===== config.mk =====
export PLATFORM = sky130hd
export DESIGN_NAME = flashDq7Status
export DESIGN_NICKNAME = d
export VERILOG_FILES = /design/src/rtl/flashDq7Pkg.sv /design/src/rtl/flashDq7Ctrl.sv /design/src/rtl/flashDq7Dp.sv /design/src/rtl/flashDq7Status.sv
export SDC_FILE = /design/constraint.sdc
export NUM_CORES = 1
export LEC_CHECK = 0
export BUFFER_PORTS_ARGS = -buffer_cell sky130_fd_sc_hd__buf_2
export CORE_MARGIN = 1.5
export CORE_UTILIZATION = 60
export CTS_BUF_LIST = sky130_fd_sc_hd__clkbuf_4 sky130_fd_sc_hd__clkbuf_8 sky130_fd_sc_hd__clkbuf_16
export CTS_CLUSTER_SIZE = 10
export DETAILED_ROUTE_END_ITERATION = 6
export PLACE_DENSITY = 0.77
export SYNTH_ARGS = -nofsm -noshare
export SYNTH_HDL_FRONTEND = slang
export SYNTH_SLANG_ARGS = --single-unit

===== constraint.sdc =====
create_clock -name clk -period 5.25 [get_ports clk]
set_input_delay 0.525 -clock clk [delete_from_list [all_inputs] [get_ports clk]]
set_output_delay 0.525 -clock clk [all_outputs]
set_load 0.02 [all_outputs]

===== src/rtl/flashDq7Pkg.sv =====
package flashDq7Pkg;

  localparam logic OP_PROG  = 1'b0;
  localparam logic OP_ERASE = 1'b1;

  typedef enum logic [2:0] {
    S_IDLE,
    S_PROG,
    S_PPROT,
    S_ERASE,
    S_EPROT,
    S_SPROG
  } ctlState_e;

  typedef struct packed {
    logic latchProg;
    logic latchErase;
    logic commitProg;
    logic commitErase;
    logic progActive;
    logic eraseActive;
    logic eraseBit;
  } ctlStrobe_t;

endpackage


===== src/rtl/flashDq7Ctrl.sv =====
module flashDq7Ctrl
  import flashDq7Pkg::*;
#(
  parameter int ADDR_W         = 6,
  parameter int SECT_W         = 2,
  parameter int PROG_PROT_CYC  = 50,
  parameter int ERASE_PROT_CYC = 5000
) (
  input  logic                 clk,
  input  logic                 rst,
  input  logic                 cmdValid,
  input  logic                 cmdOp,
  input  logic [ADDR_W-1:0]    cmdAddr,
  input  logic [2**SECT_W-1:0] eraseSel,
  input  logic [2**SECT_W-1:0] sectProt,
  input  logic                 suspend,
  input  logic                 opDone,
  output ctlStrobe_t           strb,
  output ctlState_e            state
);

  localparam int MAX_CYC = (PROG_PROT_CYC > ERASE_PROT_CYC) ? PROG_PROT_CYC : ERASE_PROT_CYC;
  localparam int CNT_W   = $clog2(MAX_CYC + 1);
  localparam logic [CNT_W-1:0] PROG_LOAD  = CNT_W'(PROG_PROT_CYC - 1);
  localparam logic [CNT_W-1:0] ERASE_LOAD = CNT_W'(ERASE_PROT_CYC - 1);

  ctlState_e        nxtState;
  logic [CNT_W-1:0] cnt, nxtCnt;
  logic             retErase, nxtRet;
  logic             cmdProt, allProt, progCmd, eraseCmd, winDone;

  assign cmdProt  = sectProt[cmdAddr[ADDR_W-1 -: SECT_W]];
  assign allProt  = ((eraseSel & ~sectProt) == '0);
  assign progCmd  = cmdValid && (cmdOp == OP_PROG);
  assign eraseCmd = cmdValid && (cmdOp == OP_ERASE);
  assign winDone  = (cnt == '0);

  always_comb begin
    nxtState = state;
    nxtCnt   = cnt;
    nxtRet   = retErase;
    strb     = '0;
    unique case (state)
      S_IDLE: begin
        if (progCmd) begin
          strb.latchProg = 1'b1;
          nxtRet         = 1'b0;
          if (cmdProt) begin
            nxtState = S_PPROT;
            nxtCnt   = PROG_LOAD;
          end else begin
            nxtState = S_PROG;
          end
        end else if (eraseCmd) begin
          strb.latchErase = 1'b1;
          if (allProt) begin
            nxtState = S_EPROT;
            nxtCnt   = ERASE_LOAD;
          end else begin
            nxtState = S_ERASE;
          end
        end
      end
      S_PROG: begin
        if (opDone) begin
          strb.commitProg = 1'b1;
          nxtState        = S_IDLE;
        end
      end
      S_PPROT: begin
        if (winDone) nxtState = retErase ? S_ERASE : S_IDLE;
        else         nxtCnt   = cnt - 1'b1;
      end
      S_ERASE: begin
        if (suspend) begin
          if (progCmd) begin
            strb.latchProg = 1'b1;
            if (cmdProt) begin
              nxtState = S_PPROT;
              nxtCnt   = PROG_LOAD;
              nxtRet   = 1'b1;
            end else begin
              nxtState = S_SPROG;
            end
          end
        end else if (opDone) begin
          strb.commitErase = 1'b1;
          nxtState         = S_IDLE;
        end
      end
      S_EPROT: begin
        if (winDone) nxtState = S_IDLE;
        else         nxtCnt   = cnt - 1'b1;
      end
      S_SPROG: begin
        if (opDone) begin
          strb.commitProg = 1'b1;
          nxtState        = S_ERASE;
        end
      end
      default: nxtState = S_IDLE;
    endcase

    strb.progActive  = (state == S_PROG) || (state == S_PPROT) || (state == S_SPROG);
    strb.eraseActive = (state == S_ERASE) || (state == S_EPROT) || (state == S_SPROG) ||
                       ((state == S_PPROT) && retErase);
    strb.eraseBit    = ((state == S_ERASE) && suspend) || (state == S_SPROG) ||
                       ((state == S_PPROT) && retErase);
  end

  always_ff @(posedge clk) begin
    if (rst) begin
      state    <= S_IDLE;
      cnt      <= '0;
      retErase <= 1'b0;
    end else begin
      state    <= nxtState;
      cnt      <= nxtCnt;
      retErase <= nxtRet;
    end
  end

endmodule


===== src/rtl/flashDq7Dp.sv =====
module flashDq7Dp
  import flashDq7Pkg::*;
#(
  parameter int ADDR_W = 6,
  parameter int SECT_W = 2,
  parameter int DATA_W = 8
) (
  input  logic                 clk,
  input  logic                 rst,
  input  ctlStrobe_t           strb,
  input  logic [ADDR_W-1:0]    cmdAddr,
  input  logic [DATA_W-1:0]    cmdData,
  input  logic [2**SECT_W-1:0] eraseSel,
  input  logic [2**SECT_W-1:0] sectProt,
  input  logic                 rdEn,
  input  logic [ADDR_W-1:0]    rdAddr,
  output logic [DATA_W-1:0]    rdData,
  output logic                 rdValid,
  output logic [ADDR_W-1:0]    progAddr,
  output logic                 progMsb,
  output logic [2**SECT_W-1:0] eraseMask
);

  localparam int DEPTH  = 2**ADDR_W;
  localparam int NSECT  = 2**SECT_W;
  localparam int MSB    = DATA_W - 1;

  logic [DATA_W-1:0] mem [DEPTH];
  logic [DATA_W-1:0] progData;
  logic [DATA_W-1:0] rdMux;
  logic [NSECT-1:0]  effSel;
  logic [DEPTH-1:0]  eraseHitVec;
  logic              progHit, eraseHit;

  function automatic logic [DATA_W-1:0] initByte(input int a);
    return DATA_W'(a * 37 + 11);
  endfunction

  assign effSel  = eraseSel & ~sectProt;
  assign progMsb = progData[MSB];

  generate
    for (genvar g = 0; g < DEPTH; g++) begin : gEraseHit
      localparam int SECT_OF = g / (DEPTH / NSECT);
      assign eraseHitVec[g] = strb.commitErase && eraseMask[SECT_OF];
    end
  endgenerate

  always_comb begin
    progHit  = strb.progActive && (rdAddr == progAddr);
    eraseHit = strb.eraseActive && eraseMask[rdAddr[ADDR_W-1 -: SECT_W]];
    rdMux    = mem[rdAddr];
    if (progHit)       rdMux[MSB] = ~progData[MSB];
    else if (eraseHit) rdMux[MSB] = strb.eraseBit;
  end

  always_ff @(posedge clk) begin
    if (rst) begin
      for (int i = 0; i < DEPTH; i++) mem[i] <= initByte(i);
      progAddr  <= '0;
      progData  <= '0;
      eraseMask <= '0;
      rdData    <= '0;
      rdValid   <= 1'b0;
    end else begin
      if (strb.latchProg) begin
        progAddr <= cmdAddr;
        progData <= cmdData;
      end
      if (strb.latchErase) eraseMask <= (effSel == '0) ? eraseSel : effSel;
      if (strb.commitProg) mem[progAddr] <= progData;
      for (int i = 0; i < DEPTH; i++) begin
        if (eraseHitVec[i]) mem[i] <= '1;
      end
      rdValid <= rdEn;
      if (rdEn) rdData <= rdMux;
    end
  end

endmodule


===== src/rtl/flashDq7Status.sv =====
module flashDq7Status
  import flashDq7Pkg::*;
#(
  parameter int ADDR_W         = 6,
  parameter int SECT_W         = 2,
  parameter int PROG_PROT_CYC  = 50,
  parameter int ERASE_PROT_CYC = 5000
) (
  input  logic                 clk,
  input  logic                 rst,
  input  logic                 cmdValid,
  input  logic                 cmdOp,
  input  logic [ADDR_W-1:0]    cmdAddr,
  input  logic [7:0]           cmdData,
  input  logic [2**SECT_W-1:0] eraseSel,
  input  logic [2**SECT_W-1:0] sectProt,
  input  logic                 suspend,
  input  logic                 opDone,
  input  logic                 rdEn,
  input  logic [ADDR_W-1:0]    rdAddr,
  output logic [7:0]           rdData,
  output logic                 rdValid
);

  ctlStrobe_t           strb;
  ctlState_e            ctlState;
  logic [ADDR_W-1:0]    progAddr;
  logic                 progMsb;
  logic [2**SECT_W-1:0] eraseMask;

  flashDq7Ctrl #(
    .ADDR_W(ADDR_W), .SECT_W(SECT_W),
    .PROG_PROT_CYC(PROG_PROT_CYC), .ERASE_PROT_CYC(ERASE_PROT_CYC)
  ) u_ctrl (
    .clk(clk), .rst(rst), .cmdValid(cmdValid), .cmdOp(cmdOp), .cmdAddr(cmdAddr),
    .eraseSel(eraseSel), .sectProt(sectProt), .suspend(suspend), .opDone(opDone),
    .strb(strb), .state(ctlState)
  );

  flashDq7Dp #(
    .ADDR_W(ADDR_W), .SECT_W(SECT_W), .DATA_W(8)
  ) u_dp (
    .clk(clk), .rst(rst), .strb(strb), .cmdAddr(cmdAddr), .cmdData(cmdData),
    .eraseSel(eraseSel), .sectProt(sectProt), .rdEn(rdEn), .rdAddr(rdAddr),
    .rdData(rdData), .rdValid(rdValid), .progAddr(progAddr), .progMsb(progMsb),
    .eraseMask(eraseMask)
  );

endmodule


==> flow_summary.ini <==
[status]
status = completed

[timing]
maxSlewHeadroom = 0.188
fmax_mhz = 269
finalMaxSlewViolations = 0
fin_crit_sh = 0.708
period_minus_slack_ns = 3.72
hold_ws_ns = 0.174
rsz0062_at_grt = no
setup_viol = 0
setup_ws_ns = 1.53
fin_skew_ns = 0.0214
final_hold_viol_count = 0
worstMarginPinSlew_ns = 1.21
setup-tns-final_ns = 0

[synthesis]
ys_seq_area_frac = 0.607
syn_area_mm2 = 0.0268
netlist_top_cells_area = edfxtp_1 (57%), mux4_2 (10%), nand2_1 (5.6%), nor2_1 (4.0%), or3_1 (3.9%)
synthArstFlopShare = 0
syn_inst = 2200
synth.avg_cell_area_um2 = 12.2
synth_top_area_frac = 0.574
synth_ff_type = edfxtp_1
ys_types = 77
synth_edf_count = 512
yosysTopAreaCell = edfxtp_1
synth_nets = 2237
ys_seq_elements = 556
ys.warnings.count = 0

[pwr]
p_per_area_mw_per_mm2 = 381
power.internal_mw = 8.17
p_switching_mw = 2.94
p_clk_frac = 0.391
p_sw_frac = 0.264
p_total_mw = 11.1
vdd_drop_max_v = 0.000332
power.leakage_nw = 9.79
power_frac_comb = 0.135
seqPwrFrac = 0.474

[die]
die_h_um = 214
initial_utilization = 0.607
io_pins = 44
die_w_um = 214
core_mm2 = 0.0441
die-area_mm2 = 0.0459
rows = 77

[placed_design]
gp_congestion = 0.918
post-dp-hpwl_um = 43500
place_ws_ns = 1.65
placed_cell_area_mm2 = 0.0271
dpl.cell_count = 2660
place.port_buffers = 43

[clock_network]
clkSinkCount = 556
path_clk_slew_ns = 0.06
cts_resized = 0
cts_root_buf = clkbuf_16
clockBufferDepth = 3
hold_buffers = 0
cts_setup_buffers = 0
cts_max_level = 3
cts_buffers = 66
clock_latency_ns = 0.59
cts_tree = done

[routing]
drtAntennaViolNets = 0
vias = 18300
drcViolationCount = 0
wire_per_inst_um = 25.3
firstDrtPassIters = 6
wl_um = 69900
drt_iter0_drc = 2672
via_per_inst = 6.61

[job]
drv_cap = 0

[final_layout]
layout.nets = 2173
final_layout_size_suffix_gt1_frac = 0.191
utilization = 0.661
final_cells = 2764
synthToLayoutAreaGrowth_pct = 9.04
stdcell_area_mm2 = 0.0292

[global_routing]
gr-usage-met3 = 0.0565
top_usage_layer = met2
grt_remaining_overflow = 0
grt_usage = 0.308
grt_first_pass_wirelength_um = 107000
antenna_found_initial = 2
grt_use_met1 = 0.410
grt_pass1_vias = 17900
grt_max_degree = 99
gr-usage-met2 = 0.506

[setup_path]
r2r_cells = 4
path_class = register to register
crit_arrival_ns = 3.91
cp-end-kind = register
cp-start-kind = register
required_ns = 5.45
crit_fanout = 24

[min_path]
hold_class = input port to register
hold_path_depth = 3
-- flip-flops by register name (all words and copies together) (netlist names), 3 cells and up --
signal and flops:
u_dp.mem 512, u_ctrl.cnt 13, u_dp.progData 8, u_dp.rdData 8, u_dp.progAddr 6, u_dp.eraseMask 4, u_ctrl.state 3
-- Yosys cell counts (33+ instances only) --
master      n
mux4_2    124
clkbuf_1  150
nor2b_1    34
a21oi_1    36
nor2_1    283
or2_2      55
o21ai_0    54
edfxtp_1  512
dfxtp_1    44
or3_1     165
nand2_1   396
buf_2      33
-- cell families after synthesis --
| logic type | Yosys count | share of synthesized area |
|---|---|---|
| mux | 162 | 0.120 |
| fa+ha+maj | 2 | 0.000935 |
| compound gates | 209 | 0.0525 |
| flops | 556 | 0.607 |
| simple gates | 1044 | 0.182 |
| buf+inv | 220 | 0.0349 |
| xor+xnor | 7 | 0.00229 |
-- power groups by stage --
stage	logic, mW	clock network, mW	registers [mW]
after floorplan	1.18	0	5.18
after global placement	1.43	0	5.32
after detailed placement	1.47	0	5.34
after CTS	1.48	4.36	5.25
after global routing	1.61	4.51	5.28
final	1.50	4.35	5.26
-- final timing paths --
check	startpoint	to	slack [ns]
worst min register to register	u_ctrl.cnt[9]	u_ctrl.cnt[9]	0.47
worst max register to register	u_ctrl.state[0]	u_dp.mem[5][5]	1.53
worst min-delay path	cmdData[6]	u_dp.progData[6]	0.17
worst max-delay path	u_ctrl.state[0]	u_dp.mem[5][5]	1.53
-- critical path, cell delays in order, from the launching register on --
cell	delay, ns
dfxtp_1	0.68
nand4bb_1	0.35
nor2_1	0.35
nand2_1	0.75
o21ai_0	1.18
-- layout by cell type, fill, tap and decap left out, types with 3 or more instances in the layout --
cell,instances
nor3_1,8
nand2_1,394
o22ai_1,5
edfxtp_1,512
a221o_1,7
clkbuf_16,71
o31ai_1,3
xnor2_1,7
dfxtp_2,7
nor3b_1,4
clkbuf_4,27
nand3_1,28
or3_1,165
dfxtp_1,37
o21ai_0,54
nand4_1,3
mux4_2,124
mux2_2,23
buf_2,40
o41ai_1,7
nor2b_1,34
a31oi_1,18
a21oi_1,34
nor4_1,5
o32ai_1,8
and2_1,7
and3_1,5
buf_4,36
a2111oi_0,7
nor2_1,283
nand2b_1,26
a211oi_1,16
a22oi_1,30
mux2i_1,15
inv_1,7
or2_2,55
clkbuf_8,3
-- layer usage --
metal  wire length [um]  share of wire  up-vias
li1                   -              -     7897
met1              25400           0.36     9011
met2              34300           0.49     1164
met3               7360           0.11      190
met4               2780          0.040        2
met5                 12        0.00017        -
-- layout make-up --
class	instances	area (um^2)
fillers	3143	14900
multi-input cells	1424	9590
clock inverters	2	17.5
repair buffers	79	513
clock buffers	101	2020
inverters	9	33.8
well taps	592	741
flip-flops and latches	556	16300
diodes	1	2.50
Note: power is estimated with default switching activity, not from simulation.
